**src/rtl/i2c_cond_pkg.sv**
```systemverilog
// Shared types and register bit positions for the I2C condition controller.
// Assumes: one 8-bit control/status register; positions are fixed here only.
package i2c_cond_pkg;

    // Sequencer states: idle, timed phases, and the held-bus state.
    typedef enum logic [2:0] {
        G_IDLE,
        G_START,
        G_HELD,
        G_RS_SDA,
        G_RS_SCL,
        G_SP_SDA,
        G_SP_SCL
    } gen_state_e;

    localparam int BIT_BUSY = 7;
    localparam int BIT_PROH = 6;
    localparam int BIT_SDAM = 5;
    localparam int BIT_RSV4 = 4;
    localparam int BIT_SCLM = 3;
    localparam int BIT_RSV2 = 2;
    localparam int BIT_CRST = 1;
    localparam int BIT_RSV0 = 0;

endpackage

```
**src/rtl/i2c_line_sync.sv**
```systemverilog
// Multi-stage synchronizer for a bundle of bus lines.
// Assumes: idle lines are high, so every stage resets to 1.
module i2c_line_sync #(
    parameter int WIDTH  = 2,
    parameter int STAGES = 2
) (
    input  logic             clk,
    input  logic             rst_n,
    input  logic [WIDTH-1:0] line_i,
    output logic [WIDTH-1:0] level_o
);

    logic [STAGES-1:0][WIDTH-1:0] stg_q;

    // Purpose: shift the raw lines through STAGES flops.
    always_ff @(posedge clk) begin
        if (!rst_n) begin
            stg_q <= '1;
        end else begin
            stg_q[0] <= line_i;
            for (int i = 1; i < STAGES; i++) begin
                stg_q[i] <= stg_q[i-1];
            end
        end
    end

    assign level_o = stg_q[STAGES-1];

endmodule

```
**src/rtl/i2c_bus_monitor.sv**
```systemverilog
// Bus-busy tracker: detects start (SDA fall, SCL high) and stop (SDA rise,
// SCL high) on synchronized lines. Assumes inputs are already synchronous.
module i2c_bus_monitor (
    input  logic clk,
    input  logic rst_n,
    input  logic sda_i,
    input  logic scl_i,
    output logic busy_o
);

    logic sda_prev_q;
    logic start_det;
    logic stop_det;

    assign start_det = sda_prev_q & ~sda_i & scl_i;
    assign stop_det  = ~sda_prev_q & sda_i & scl_i;

    // Purpose: remember the previous SDA sample for edge detection.
    always_ff @(posedge clk) begin
        if (!rst_n) sda_prev_q <= 1'b1;
        else        sda_prev_q <= sda_i;
    end

    // Purpose: set busy on a start, clear it on a stop.
    always_ff @(posedge clk) begin
        if (!rst_n)         busy_o <= 1'b0;
        else if (start_det) busy_o <= 1'b1;
        else if (stop_det)  busy_o <= 1'b0;
    end

    p_busy_set_r2: assert property (@(posedge clk) disable iff (!rst_n)
        start_det |=> busy_o);
    p_busy_clr_r3: assert property (@(posedge clk) disable iff (!rst_n)
        stop_det |=> !busy_o);
    p_busy_stable_r4: assert property (@(posedge clk) disable iff (!rst_n)
        (!start_det && !stop_det) |=> $stable(busy_o));

endmodule

```
**src/rtl/i2c_cond_gen.sv**
```systemverilog
// Start / repeated-start / stop sequencer driving open-drain enables.
// Each timed phase lasts HOLD_CYCLES cycles. Assumes HOLD_CYCLES >= 2 and
// that request strobes are single-cycle pulses.
module i2c_cond_gen
    import i2c_cond_pkg::*;
#(
    parameter int HOLD_CYCLES = 4
) (
    input  logic clk,
    input  logic rst_n,
    input  logic clr_i,
    input  logic req_start_i,
    input  logic req_stop_i,
    input  logic bus_busy_i,
    output logic sda_oe_o,
    output logic scl_oe_o,
    output logic idle_o
);

    localparam int CW = $clog2(HOLD_CYCLES + 1);
    localparam logic [CW-1:0] LOAD = CW'(HOLD_CYCLES - 1);

    gen_state_e state_q, state_d;
    logic [CW-1:0] cnt_q;
    logic phase_done;

    assign phase_done = (cnt_q == '0);

    // Purpose: choose the next sequencer state.
    always_comb begin
        state_d = state_q;
        case (state_q)
            G_IDLE:   if (req_start_i && !bus_busy_i) state_d = G_START;
            G_START:  if (phase_done) state_d = G_HELD;
            G_HELD: begin
                if (req_start_i)     state_d = G_RS_SDA;
                else if (req_stop_i) state_d = G_SP_SDA;
            end
            G_RS_SDA: if (phase_done) state_d = G_RS_SCL;
            G_RS_SCL: if (phase_done) state_d = G_START;
            G_SP_SDA: if (phase_done) state_d = G_SP_SCL;
            G_SP_SCL: if (phase_done) state_d = G_IDLE;
            default:  state_d = G_IDLE;
        endcase
    end

    // Purpose: advance state and reload or count down the phase timer.
    always_ff @(posedge clk) begin
        if (!rst_n || clr_i) begin
            state_q <= G_IDLE;
            cnt_q   <= '0;
        end else begin
            state_q <= state_d;
            if (state_d != state_q) cnt_q <= LOAD;
            else if (!phase_done)   cnt_q <= cnt_q - 1'b1;
        end
    end

    // Purpose: decode the open-drain enables from the state.
    always_comb begin
        sda_oe_o = 1'b0;
        scl_oe_o = 1'b0;
        case (state_q)
            G_START:  begin sda_oe_o = 1'b1; scl_oe_o = 1'b0; end
            G_HELD:   begin sda_oe_o = 1'b1; scl_oe_o = 1'b1; end
            G_RS_SDA: begin sda_oe_o = 1'b0; scl_oe_o = 1'b1; end
            G_RS_SCL: begin sda_oe_o = 1'b0; scl_oe_o = 1'b0; end
            G_SP_SDA: begin sda_oe_o = 1'b1; scl_oe_o = 1'b1; end
            G_SP_SCL: begin sda_oe_o = 1'b1; scl_oe_o = 1'b0; end
            default:  begin sda_oe_o = 1'b0; scl_oe_o = 1'b0; end
        endcase
    end

    assign idle_o = (state_q == G_IDLE);

    p_scl_after_sda_r5: assert property (@(posedge clk) disable iff (!rst_n)
        $rose(scl_oe_o) |-> (sda_oe_o && $past(sda_oe_o)));
    p_cnt_range_r6: assert property (@(posedge clk) disable iff (!rst_n)
        cnt_q <= LOAD);
    p_idle_busy_ignored_r9: assert property (@(posedge clk) disable iff (!rst_n)
        (state_q == G_IDLE && req_start_i && bus_busy_i) |=> (state_q == G_IDLE));
    p_seq_ignores_req_r9: assert property (@(posedge clk) disable iff (!rst_n)
        (state_q == G_SP_SDA && !phase_done && !clr_i) |=> (state_q == G_SP_SDA));

endmodule

```
**src/rtl/i2c_cond_ctrl.sv**
```systemverilog
// Top: register decode, recovery bit, synchronizer, bus monitor, sequencer.
// Assumes: sda_in/scl_in are asynchronous wired-AND line levels; outputs are
// active-high pull-down enables.
module i2c_cond_ctrl
    import i2c_cond_pkg::*;
#(
    parameter int HOLD_CYCLES = 4,
    parameter int SYNC_STAGES = 2
) (
    input  logic       clk,
    input  logic       rst_n,
    input  logic       wr_en,
    input  logic [7:0] wr_data,
    output logic [7:0] rd_data,
    input  logic       sda_in,
    input  logic       scl_in,
    output logic       sda_oe,
    output logic       scl_oe
);

    logic [1:0] line_sync;
    logic       busy;
    logic       crst_q;
    logic       crst_done_q;
    logic       req_start;
    logic       req_stop;
    logic       gen_sda_oe;
    logic       gen_scl_oe;
    logic       gen_idle;
    logic       req_ok;

    i2c_line_sync #(.WIDTH(2), .STAGES(SYNC_STAGES)) u_sync (
        .clk     (clk),
        .rst_n   (rst_n),
        .line_i  ({scl_in, sda_in}),
        .level_o (line_sync)
    );

    i2c_bus_monitor u_mon (
        .clk    (clk),
        .rst_n  (rst_n),
        .sda_i  (line_sync[0]),
        .scl_i  (line_sync[1]),
        .busy_o (busy)
    );

    // A condition request needs prohibit clear, recovery clear and idle recovery.
    assign req_ok    = wr_en && !wr_data[BIT_PROH] && !wr_data[BIT_CRST] && !crst_q;
    assign req_start = req_ok &&  wr_data[BIT_BUSY];
    assign req_stop  = req_ok && !wr_data[BIT_BUSY];

    // Purpose: recovery bit; set by write, cleared one cycle after the reset.
    always_ff @(posedge clk) begin
        if (!rst_n) begin
            crst_q      <= 1'b0;
            crst_done_q <= 1'b0;
        end else if (crst_q && !crst_done_q) begin
            crst_done_q <= 1'b1;
        end else if (crst_q) begin
            crst_q      <= 1'b0;
            crst_done_q <= 1'b0;
        end else if (wr_en && wr_data[BIT_CRST]) begin
            crst_q      <= 1'b1;
        end
    end

    i2c_cond_gen #(.HOLD_CYCLES(HOLD_CYCLES)) u_gen (
        .clk         (clk),
        .rst_n       (rst_n),
        .clr_i       (crst_q),
        .req_start_i (req_start),
        .req_stop_i  (req_stop),
        .bus_busy_i  (busy),
        .sda_oe_o    (gen_sda_oe),
        .scl_oe_o    (gen_scl_oe),
        .idle_o      (gen_idle)
    );

    assign sda_oe = gen_sda_oe && !crst_q;
    assign scl_oe = gen_scl_oe && !crst_q;

    // Purpose: assemble the read view of the register.
    always_comb begin
        rd_data           = 8'h00;
        rd_data[BIT_BUSY] = busy;
        rd_data[BIT_PROH] = 1'b1;
        rd_data[BIT_SDAM] = !sda_oe;
        rd_data[BIT_RSV4] = 1'b1;
        rd_data[BIT_SCLM] = !scl_oe;
        rd_data[BIT_RSV2] = 1'b1;
        rd_data[BIT_CRST] = crst_q;
        rd_data[BIT_RSV0] = 1'b0;
    end

    p_crst_pulse_r11: assert property (@(posedge clk) disable iff (!rst_n)
        $rose(crst_q) |=> crst_q ##1 !crst_q);
    p_crst_idles_gen_r11: assert property (@(posedge clk) disable iff (!rst_n)
        (crst_q && crst_done_q) |-> gen_idle);
    p_prohibit_no_cond_r8: assert property (@(posedge clk) disable iff (!rst_n)
        (wr_en && wr_data[BIT_PROH] && gen_idle) |=> gen_idle);

endmodule

```
**config.mk**
```make
export PLATFORM = sky130hd
export DESIGN_NAME = i2c_cond_ctrl
export DESIGN_NICKNAME = d
export VERILOG_FILES = /design/src/rtl/i2c_cond_pkg.sv /design/src/rtl/i2c_line_sync.sv /design/src/rtl/i2c_bus_monitor.sv /design/src/rtl/i2c_cond_gen.sv /design/src/rtl/i2c_cond_ctrl.sv
export SDC_FILE = /design/constraint.sdc
export NUM_CORES = 1
export LEC_CHECK = 0
export BUFFER_PORTS_ARGS = -buffer_cell sky130_fd_sc_hd__clkbuf_2
export CAP_MARGIN = 20
export CORE_MARGIN = 8
export CORE_UTILIZATION = 45
export DETAILED_ROUTE_END_ITERATION = 10
export PLACE_DENSITY = 0.72
export REMOVE_ABC_BUFFERS = 1
export SYNTH_ARGS = -nofsm -noshare
export SYNTH_HDL_FRONTEND = slang
export SYNTH_SLANG_ARGS = --single-unit
```
**constraint.sdc**
```tcl
create_clock -name clk -period 1.5 [get_ports clk]
set_input_delay 0.075 -clock clk [delete_from_list [all_inputs] [get_ports clk]]
set_output_delay 0.075 -clock clk [all_outputs]
set_load 0.03 [all_outputs]
```
======== Yosys cells after proc, flatten, opt, wreduce, memory -nomap -nowiden ========
Cells that the tools add are included.
word-level totals
  register bits ........................... 14
  latch bits .............................. 0
  RAM bits ................................ 0
  memory bits (read-only) ................. 0
  input port bits ......................... 13
  output and inout port bits .............. 10
  logic and storage cells ................. 70
  memories ................................ 0
operators by class
  add/subtract/negate cells ............... 1
  $mul .................................... 0
  div/mod/pow operators ................... 0
  order comparisons ....................... 0
  equal/unequal tests ..................... 8
  shifts and indexed selects .............. 0
  muxes and demuxes ....................... 19
  bitwise operators ....................... 6
  reductions and logical operators ........ 27
operators by type and width
  cell                                                                count
  3-bit two-way mux                                                   8
  3-bit case mux with 7 select lines                                  1
  1-bit logical AND                                                   10
  3-bit == test, second input constant                                3
  1-bit logical NOT                                                   9
  1-bit two-way mux                                                   8
  3-bit by 2-bit == test with 1-bit output, second input constant     2
  3-bit logical NOT                                                   2
  1-bit AND                                                           4
  2-bit two-way mux                                                   2
  2-bit nonzero test                                                  2
  4-bit OR reduction                                                  1
  3-bit by 1-bit == test with 1-bit output, second input constant     1
  3-bit != test                                                       1
  3-bit OR reduction                                                  1
  3-bit by 1-bit subtractor with 3-bit output, second input constant  1
  2-bit != test, second input constant                                1
  1-bit NOT                                                           2
  2-bit OR reduction                                                  1
  1-bit logical OR                                                    1

======== Longest topological paths before layout ========
Gate-level depths: netlist of run 1.
  word-level depth ........................ 10
  mapped depth ............................ 8
  mapped depth without buffers ............ 7

======== By module ========
Synthesis of run 1 repeated with hierarchy kept, for this count alone.
unflattened totals
  cells, all modules ...................... 92
  area total of the unflattened synthesis .. 817.0 sq um
modules (own cells, without submodules)
  module           times used  cells each  area each (sq um)  sequential area each (sq um)
  i2c_cond_gen     1           52          441.7              120.1
  i2c_cond_ctrl    1           22          173.9              40.0
  i2c_line_sync    1           10          120.1              80.1
  i2c_bus_monitor  1           8           81.3               40.0

======== Worst setup path before layout of run 1 ========
No wires, ideal clock.
  path kind ............................... reg2reg
  start point ............................. reg u_gen.cnt_q[0]
  end point ............................... reg u_gen.cnt_q[2]
  setup time .............................. 0.116 ns
  arrival time ............................ 1.590 ns
  required time ........................... 1.384 ns
  setup slack ............................. -0.206 ns
  stages on the path, launching flop included .. 9
  buffers on the path ..................... 1
  period minus slack after synthesis ...... 1.706 ns
  path through ............................ dfxtp_1 inv_1 ha_1 nor2b_1 clkbuf_2 mux2i_1 a2111oi_0 a21oi_1 and3_1
on the way
  word-level cells in the longest chain between the ends .. 5
  elaborated cells on any way between the ends .. 10
  classes of those cells .................. 1 x add/sub; 1 x eq/ne; 6 x mux; 2 x reduce/logical
RTL lines
  item                                         line                RTL
  start, declared                              i2c_cond_gen.sv:24  logic [CW-1:0] cnt_q;
  start signal, assigned                       i2c_cond_gen.sv:55  else if (!phase_done) cnt_q <= cnt_q - 1'b1;
  3-bit logical NOT                            i2c_cond_gen.sv:27  assign phase_done = (cnt_q == '0);
  3-bit two-way mux, on equally long branches  --
  3-bit case mux with 7 select lines           i2c_cond_gen.sv:32  case (state_q)
  3-bit != test                                i2c_cond_gen.sv:54  if (state_d != state_q) cnt_q <= LOAD;
  2-bit OR reduction (no line)                 --
Several ways; a longest one is shown, not always the timed one.
A chain may end at the register's enable or synchronous reset.

======== Worst setup path after layout of run 1 ========
  start point ............................. reg u_gen.state_q[0]
  end point ............................... reg u_gen.cnt_q[2]
on the way
  word-level cells in the longest chain between the ends .. 5
  elaborated cells on any way between the ends .. 18
  classes of those cells .................. 7 x eq/ne; 9 x mux; 2 x reduce/logical
RTL lines
  item                                line                RTL
  start, declared                     i2c_cond_gen.sv:23  gen_state_e state_q, state_d;
  start signal, assigned              i2c_cond_gen.sv:53  state_q <= state_d;
  3-bit two-way mux                   i2c_cond_gen.sv:37  else if (req_stop_i) state_d = G_SP_SDA;
  3-bit two-way mux                   i2c_cond_gen.sv:36  if (req_start_i) state_d = G_RS_SDA;
  3-bit case mux with 7 select lines  i2c_cond_gen.sv:32
  3-bit != test *                     i2c_cond_gen.sv:54
  2-bit OR reduction (no line) *      --
Mark *: on every way between the ends. The rest lies on a longest branch, timed or not.

==> impl_metrics.yaml, run 1 <==
finish:
  layout_commonest_cell: "buf_4"
  register_area_um2: 290
  n_antenna_cell: 0
  final.fill_count: 132
  mostFrequentLayoutCells: "buf_4 (24), nand2b_1 (12), clkbuf_2 (11)"
  fin_nets: 168
  utilization_pct: 74.3
  drive_gt1_share_pct: 53.4
  fin_cells: 175
  multi_input_area_um2: 704
  syn_to_final_growth_pct: 59.5
clocking:
  clockBufferDepth: 2
  cts_tree: "built"
  numClockSinks: 14
  htree_levels: 1
  clk_pin_slew_ns: 0.10
  clockRootBuffer: "clkbuf_4"
  cts_buffers: 3
  clkLatencyLatePin_ns: 0.28
synthesis:
  synth.avg_cell_area_um2: 8.37
  synth_compound_area_share_pct: 17.5
  ys_warn_count: 0
  synth-xor-area-share_pct: 0.978
  ys_seq_area_share_pct: 31.3
  syn_area_um2: 896
  synthMuxAreaShare_pct: 3.35
  synthesis.instances: 107
  synth_enable_flop_cells: 0
  synth_flop_cell: "dfxtp_1"
  synth_top_family_by_area: "simple AND/OR/NAND/NOR gates"
  ys_seq_elements: 14
  synthDistinctLibCells: 37
  synthAdderAreaFrac_pct: 8.38
  synth-async-reset-ratio_pct: 0
  synthSimpleGateAreaFrac_pct: 27.9
die:
  start_util_pct: 46.6
  die_y_um: 60.6
  ioPinCount: 23
  die_w_um: 60.6
  core_um2: 1920
  die_area_um2: 3670
  row_count: 16
sta:
  fmax_mhz: 579
  finalMaxSlewViolations: 0
  worst_slack_ns: -0.228
  fin_crit_ns: 1.73
  finalCritPeriodShare_pct: 115
  hold_violations: 0
  setup_viol: 7
  skew_ns: 0.0111
  rsz0062_at_grt: "true"
critical_path:
  r2r_cells: 7
  critPathMaxStageDelay_ns: 0.38
  cp_slowest_cell: "dfxtp_4"
  path_buf_inv: 2
  critPathLaunch: "u_gen.state_q[0]"
  r2r_end: "u_gen.cnt_q[2]"
  critical_path.endpoint_type: "flip-flop"
  worstSetupPathType: "reg -> reg"
  crit_arrival_ns: 1.95
  r2r_start: "u_gen.state_q[0]"
  cp-start-kind: "flip-flop"
  cp_max_fo: 4
  cp_cell_sequence: "buf_6 -> ha_4 -> buf_4 -> a32o_2 -> and2b_2 -> nor3_4 -> and3_1"
  rrSetupSlack_ns: -0.23
  path_delay_family: "simple AND/OR/NAND/NOR gates"
  critPathRequiredTime_ns: 1.73
global_route:
  antenna_found_initial: 0
  grt_pass1_vias: 895
  grt_first_pass_wirelength_um: 3850
  grt_usage_pct: 13.6
  grt_max_degree: 10
  overflow: 0
outcome:
  status: "complete, but fails checks"
  violations: "negative setup slack"
power:
  power_density_nw_per_um2: 1080
  leakage_nw: 0.623
  ir_drop_v: 0.000805
  total_power_mw: 1.54
worst_hold_path:
  holdCritStartpoint: "rst_n"
  hold_path.class: "in -> reg"
  hold_depth: 2
  whs_endpoint: "u_sync.level_o[0]"
route:
  wl_per_cell_um: 15.2
  via_per_inst: 5.38
  dr.pass1.iters: 4
  drc: 0
  vias: 941
  postRouteAntennaNets: 0
  finalWirelength_um: 2670
  drt-initial-drc-count: 29
placement:
  gp_congestion: 0.858
  dp_hpwl_um: 1600
  place_ws_ns: -0.306
  numPortBuffers: 13
  dpl.cell_count: 163
flow_run:
  cap_violations: 0
## synth_stat cells (2+ instances only)
cell      number  area, µm²
o21ai_0        3       15.0
o22ai_1        2       12.5
mux2i_1        3       30.0
inv_1          8       30.0
ha_1           6       75.1
nand2_1        4       15.0
nor2_1         8       30.0
a31oi_1        2       12.5
a21boi_0       3       22.5
conb_1         2       7.51
nor2b_1        5       31.3
nor3_1         2       10.0
dfxtp_1       14        280
buf_4          7       52.6
a21oi_1        5       25.0
nand2b_1      12       75.1
## area by class of cell
cell class | count | area share, %
Inverter | 8 | 2.63
Tap cell | 27 | 2.36
Timing Repair Buffer | 43 | 22.9
Multi-Input combinational cell | 79 | 49.3
Clock buffer | 4 | 2.54
Sequential cell | 14 | 20.3
## through the flow
step           TNS, ns  hold WS [ns]  cell area (µm²)
2_1_floorplan   -0.994         0.148              846
3_3_place_gp     -1.00         0.256             1110
3_5_place_dp     -1.16         0.261             1110
4_1_cts         -0.980        0.0550             1310
5_1_grt          -1.48        0.0389             1430
6_report         -1.12        0.0540             1430
## where the power goes
part	switching (mW)	internal (mW)	leakage (nW)
combinational	0.359	0.452	0.484
clock	0.128	0.147	0.0210
sequential	0.0343	0.422	0.117
total	0.522	1.02	0.623
## how the worst max path moves through the flow
stage,slack [ns],endpoint,depth (start not counted)
final,-0.23,u_gen.cnt_q[2],7
after CTS,-0.21,scl_oe,7
after global placement,-0.27,u_gen.cnt_q[0],8
after detailed placement,-0.31,u_gen.cnt_q[0],8
after floorplan,-0.29,u_gen.cnt_q[2],7
after global routing,-0.30,u_gen.cnt_q[2],8
## kinds of logic after synthesis
family / Yosys count
adder cells (fa/ha/maj): 6
flip-flops: 14
buffers and inverters: 16
AND/OR/NAND/NOR: 42
XOR/XNOR: 1
other: 2
multiplexers: 3
AO/OA/AOI/OAI: 23
## sequential cells by signal, summed over array words and instances (netlist names)
signal and cells:
u_gen.state_q 3, crst_q 1, u_gen.cnt_q 3, crst_done_q 1, u_sync.stg_q 2, u_mon.sda_prev_q 1, u_mon.busy_o 1, u_sync.level_o 2
## repair_timing
action | in CTS | in global routing
endpoints found under the hold margin | 2 | 0
endpoints found under the setup margin | 6 | 7
resized for setup | 36 | 24
pin swaps | 10 | 12
setup buffers | 3 | 3
hold buffers | 2 | 0
## per-layer routing
| metal | part of all wire [%] | vias to the layer above | global-route usage (%) |
|---|---|---|---|
| li1 | - | 447 | - |
| met1 | 40 | 439 | 14.9 |
| met2 | 52 | 39 | 24.1 |
| met3 | 4.2 | 16 | 3.18 |
| met4 | 4.1 | 0 | 5.98 |
| met5 | 0 | - | 0 |
No activity file was read; power rests on OpenSTA's default activity.
==> inputs of run 2 (changes only) <==
--- a/config.mk
+++ b/config.mk
@@ -11,7 +11,6 @@
 export CORE_UTILIZATION = 45
 export DETAILED_ROUTE_END_ITERATION = 10
 export PLACE_DENSITY = 0.72
-export REMOVE_ABC_BUFFERS = 1
 export SYNTH_ARGS = -nofsm -noshare
 export SYNTH_HDL_FRONTEND = slang
 export SYNTH_SLANG_ARGS = --single-unit
==> run 2 against run 1 <==
Compared with the run above:
- the run still ends with negative setup slack left
- worst hold slack got worse by 0.015 ns
- sequential cell count stayed put
- clock skew shrank 0.00060 ns
- final cell count down 2.9%
- critical endpoint unchanged
- fmax increased by 2.0%
- worst setup slack improved by 0.034 ns
- total power fell by 10%
- critical path type unchanged
- die area unchanged
- register-to-register slack gained 0.03 ns
- combinational power is 20% lower
- largest cell class unchanged
- clock power is essentially flat
==> impl_metrics.yaml, run 2 (synthesized netlist as in run 1, its figures left out) <==
placement:
  dp_hpwl_um: 1690
  numPortBuffers: 13
  gp_congestion: 0.957
  place_area_um2: 1140
finish:
  fin_area_um2: 1360
  layout_commonest_cell: "buf_4"
  n_antenna_cell: 0
  final.fill_count: 146
  fin_nets: 163
  reg_top3: "u_gen.cnt_q (3), u_gen.state_q (3)"
  mostFrequentLayoutCells: "buf_4 (20), nand2b_1 (12), dfxtp_1 (10), clkbuf_2 (10), nor2_1 (7)"
  syn_to_final_growth_pct: 52.1
  drive_gt1_share_pct: 50.3
die:
  die_w_um: 60.6
  core_um2: 1920
  ioPinCount: 23
  start_util_pct: 46.6
  die_area_um2: 3670
  die_y_um: 60.6
  row_count: 16
global_route:
  grt_max_degree: 10
  overflow: 0
  antenna_found_initial: 0
  grt_usage_pct: 15.4
  grt_pass1_vias: 887
  grt_first_pass_wirelength_um: 4220
route:
  wl_per_cell_um: 15.8
  postRouteAntennaNets: 0
  vias: 923
  drc: 0
  dr.pass1.iters: 5
  finalWirelength_um: 2680
  drt-initial-drc-count: 49
  via_per_inst: 5.43
sta:
  tns_ns: -0.974
  finalCritPeriodShare_pct: 113
  worst_slack_ns: -0.194
  rsz0062_at_grt: "true"
  hold_violations: 0
  fmax_mhz: 590
  skew_ns: 0.0105
  holdWs_ns: 0.0388
  finalMaxSlewViolations: 0
  fin_crit_ns: 1.69
  setup_viol: 6
clocking:
  clockBufferDepth: 2
  numClockSinks: 14
  clkLatencyLatePin_ns: 0.29
  cts_tree: "built"
  cts_buffers: 3
  clk_pin_slew_ns: 0.10
  clockRootBuffer: "clkbuf_4"
  htree_levels: 1
critical_path:
  r2r_end: "u_gen.cnt_q[2]"
  cp-start-kind: "flip-flop"
  cp_max_fo: 4
  critPathLaunch: "u_gen.state_q[1]"
  worstSetupPathType: "reg -> reg"
  r2r_start: "u_gen.state_q[1]"
  r2r_cells: 8
  rrSetupSlack_ns: -0.19
  crit_arrival_ns: 1.87
  critPathRequiredTime_ns: 1.68
  critPathCapture: "u_gen.cnt_q[2]"
  critical_path.endpoint_type: "flip-flop"
power:
  leakage_nw: 0.584
  power_density_nw_per_um2: 1020
  p_comb_share_pct: 46.8
  clkPwrFrac_pct: 20.1
  p_int_mw: 0.900
  switchingPower_mw: 0.485
  seq_power_share_pct: 33.1
  switching_share_pct: 35.0
  ir_drop_v: 0.000822
outcome:
  status: "complete, but fails checks"
  violations: "negative setup slack"
worst_hold_path:
  hold_path.class: "in -> reg"
flow_run:
  cap_violations: 0
## run 2: how the worst min path moves through the flow
stage / start / to / cells after the start
6_report: rst_n / u_sync.level_o[1] / 2
5_1_grt: rst_n / u_sync.stg_q[1] / 2
4_1_cts: rst_n / u_sync.level_o[1] / 2
3_5_place_dp: scl_in / u_sync.stg_q[1] / 2
3_3_place_gp: scl_in / u_sync.stg_q[1] / 2
2_1_floorplan: rst_n / u_mon.sda_prev_q / 1
## run 2: cell type report
| class | count | area, µm² | area share (%) |
|---|---|---|---|
| timing repair buffer | 38 | 288 | 21.1 |
| clock buffer | 4 | 36.3 | 2.66 |
| tap | 27 | 33.8 | 2.48 |
| multi-input combinational | 79 | 679 | 49.9 |
| sequential | 14 | 290 | 21.3 |
| inverter | 8 | 35.0 | 2.57 |
## run 2: per-layer routing
| metal | vias to the layer above | GRT usage (%) | wire (µm) |
|---|---|---|---|
| li1 | 437 | - | - |
| met1 | 433 | 15.5 | 1010 |
| met2 | 39 | 30.5 | 1420 |
| met3 | 14 | 2.97 | 132 |
| met4 | 0 | 4.32 | 114 |
| met5 | - | 0 | 0 |
## run 2: power by group through the flow
stage,sequential (mW),combinational (mW),clock [mW]
global route,0.465,0.718,0.295
floorplan,0.458,0.392,0
global placement,0.461,0.524,0
finish,0.459,0.648,0.278
detailed placement,0.461,0.542,0
CTS,0.457,0.611,0.280
## run 2: what timing repair did
item / 4_1_cts / 5_1_grt
hold endpoints to repair: 2 / 0
hold buffers: 2 / 0
pin swaps: 9 / 1
endpoints found under the setup margin: 7 / 8
buffers inserted: 1 / 2
resized for setup: 23 / 12
cloned: 0 / 0
## run 2: through the flow
step	worst slack (ns)	total power, mW	cells	utilization (%)
floorplan	-0.103	0.850	109	-
global placement	-0.178	0.985	161	59.4
detailed placement	-0.220	1.00	161	59.4
CTS	-0.192	1.35	168	67.5
global route	-0.241	1.48	170	70.9
finish	-0.194	1.38	170	70.9
## run 2: worst max-delay path: stages, from the launching register on
cell and delay [ns]:
dfxtp_4 0.41, inv_4 0.06, ha_4 0.17, buf_4 0.13, nor3_2 0.11, a21oi_2 0.10, a2111oi_4 0.35, a21oi_2 0.07
and3_1 0.19
==> inputs of run 3 (changes only) <==
--- a/config.mk
+++ b/config.mk
@@ -7,10 +7,12 @@
 export LEC_CHECK = 0
 export BUFFER_PORTS_ARGS = -buffer_cell sky130_fd_sc_hd__clkbuf_2
 export CAP_MARGIN = 20
+export CELL_PAD_IN_SITES_DETAIL_PLACEMENT = 1
+export CELL_PAD_IN_SITES_GLOBAL_PLACEMENT = 1
 export CORE_MARGIN = 8
-export CORE_UTILIZATION = 45
+export CORE_UTILIZATION = 34
 export DETAILED_ROUTE_END_ITERATION = 10
-export PLACE_DENSITY = 0.72
+export PLACE_DENSITY = 0.74
 export SYNTH_ARGS = -nofsm -noshare
 export SYNTH_HDL_FRONTEND = slang
 export SYNTH_SLANG_ARGS = --single-unit
==> constraint.sdc (replaced) <==
create_clock -name clk -period 1.5 [get_ports clk]
set_input_delay 0.075 -clock clk [delete_from_list [all_inputs] [get_ports clk]]
set_output_delay 0.075 -clock clk [all_outputs]
set_load 0.05 [all_outputs]
==> run 3 against run 2 <==
Compared with the run above:
- the flow still finishes with violations (negative setup slack)
- utilization is 15 points lower
- non-clock buffer count unchanged
- combinational power grew 8.6%
- die area increased by 23%
- sequential cell count is the same
- worst hold slack improved by 0.024 ns
- worst setup slack lost 0.032 ns
==> impl_metrics.yaml, run 3 (synthesized netlist as in run 1, its figures left out) <==
critical_path:
  cp_max_fo: 3
  critPathMaxStageDelay_ns: 0.38
  cp-start-kind: "flip-flop"
  critical_path.endpoint_type: "output pin"
  crit_top_cell: "buf_6"
  critPathLaunch: "u_gen.state_q[0]"
  worstSetupPathType: "reg -> out"
  crit_arrival_ns: 1.65
  critPathRequiredTime_ns: 1.42
  cp_cell_sequence: "buf_6 -> ha_4 -> nor2b_4 -> buf_6 -> or3_4 -> clkinvlp_4 -> buf_12"
  r2r_cells: 7
  cp_slowest_cell: "dfxtp_4"
  r2r_start: "u_gen.state_q[0]"
route:
  vias: 861
  finalWirelength_um: 2590
  postRouteAntennaNets: 0
  drc: 0
  via_per_inst: 4.98
  drt-initial-drc-count: 13
  wl_per_cell_um: 15.0
  dr.pass1.iters: 4
placement:
  dp_hpwl_um: 2040
  place_area_um2: 1170
  gp_congestion: 0.935
  numPortBuffers: 13
finish:
  fin_area_um2: 1380
  utilization_pct: 55.6
  syn_to_final_growth_pct: 53.8
  n_antenna_cell: 0
  mostFrequentLayoutCells: "buf_4 (19), nand2b_1 (11), dfxtp_1 (11)"
  drive_gt1_share_pct: 51.0
  fin_nets: 163
  final.fill_count: 294
  layout_commonest_cell: "buf_4"
  reg_top3: "u_gen.cnt_q (3), u_gen.state_q (3)"
flow_run:
  cap_violations: 0
die:
  die_area_um2: 4530
  row_count: 18
  start_util_pct: 36.2
  core_um2: 2480
  die_y_um: 67.3
  ioPinCount: 23
  die_w_um: 67.3
sta:
  finalMaxSlewViolations: 0
  rsz0062_at_grt: "true"
  worst_slack_ns: -0.226
  finalCritPeriodShare_pct: 115
  fin_crit_ns: 1.73
  setup_viol: 6
  hold_violations: 0
  fmax_mhz: 579
  skew_ns: 0.00210
power:
  total_power_mw: 1.42
  leakage_nw: 0.568
  power_density_nw_per_um2: 1030
  ir_drop_v: 0.000716
global_route:
  grt_first_pass_wirelength_um: 4110
  grt_pass1_vias: 927
  grt_max_degree: 10
  overflow: 0
  grt_usage_pct: 11.9
  antenna_found_initial: 0
outcome:
  violations: "negative setup slack"
  status: "complete, but fails checks"
clocking:
  htree_levels: 1
  cts_buffers: 3
  clockRootBuffer: "clkbuf_4"
  clk_pin_slew_ns: 0.08
  clockBufferDepth: 2
  clkLatencyLatePin_ns: 0.28
  numClockSinks: 14
  cts_tree: "built"
worst_hold_path:
  hold_depth: 2
  holdCritStartpoint: "rst_n"
  hold_path.class: "in -> reg"
## run 3: final cells by class
| cell class | count | area [µm²] | area share (%) |
|---|---|---|---|
| Multi-Input combinational cell | 79 | 674 | 49.0 |
| Timing Repair Buffer | 38 | 303 | 22.0 |
| Sequential cell | 14 | 287 | 20.8 |
| Inverter | 8 | 40.0 | 2.91 |
| Tap cell | 30 | 37.5 | 2.72 |
| Clock buffer | 4 | 36.3 | 2.63 |
## run 3: stage by stage
step / TNS, ns / instances / setup WS [ns] / hold WS [ns]
detailed placement: -0.954 / 165 / -0.284 / 0.262
floorplan: -0.317 / 109 / -0.0982 / 0.148
CTS: -1.00 / 173 / -0.232 / 0.0686
global route: -1.29 / 173 / -0.284 / 0.0790
finish: -0.854 / 173 / -0.226 / 0.0630
global placement: -0.760 / 165 / -0.199 / 0.256
## run 3: critical path: cells and delay by family, from the launching register on
kind                       cells  cell delay (ns)
and+or+nand+nor                2             0.39
buffers and inverters          4             0.45
DFF                            1             0.38
adders and majority gates      1             0.16
## run 3: per-layer routing
metal,track usage [%],vias to the layer above,wire length (µm)
li1,-,429,-
met2,21.6,23,1300
met5,0,-,0
met4,6.01,0,80
met3,2.15,9,121
met1,12.9,400,1090
## run 3: final timing paths
path                             to  slack (ns)
setup reg to reg     u_gen.cnt_q[2]       -0.15
setup / recovery             scl_oe       -0.23
hold / removal      u_sync.stg_q[1]        0.06
hold reg to reg   u_sync.level_o[1]        0.42
## run 3: what timing repair did
item | 4_1_cts | 5_1_grt
hold buffers | 2 | 0
setup buffers | 2 | 0
endpoints found under the hold margin | 2 | 0
pin swaps | 8 | 4
endpoints found under the setup margin | 8 | 8
resized for setup | 28 | 7
## run 3: report_power, final
group | switching, mW | leakage, nW | internal [mW]
sequential | 0.0278 | 0.117 | 0.422
clock | 0.119 | 0.0210 | 0.148
combinational | 0.345 | 0.430 | 0.359
total | 0.492 | 0.568 | 0.928
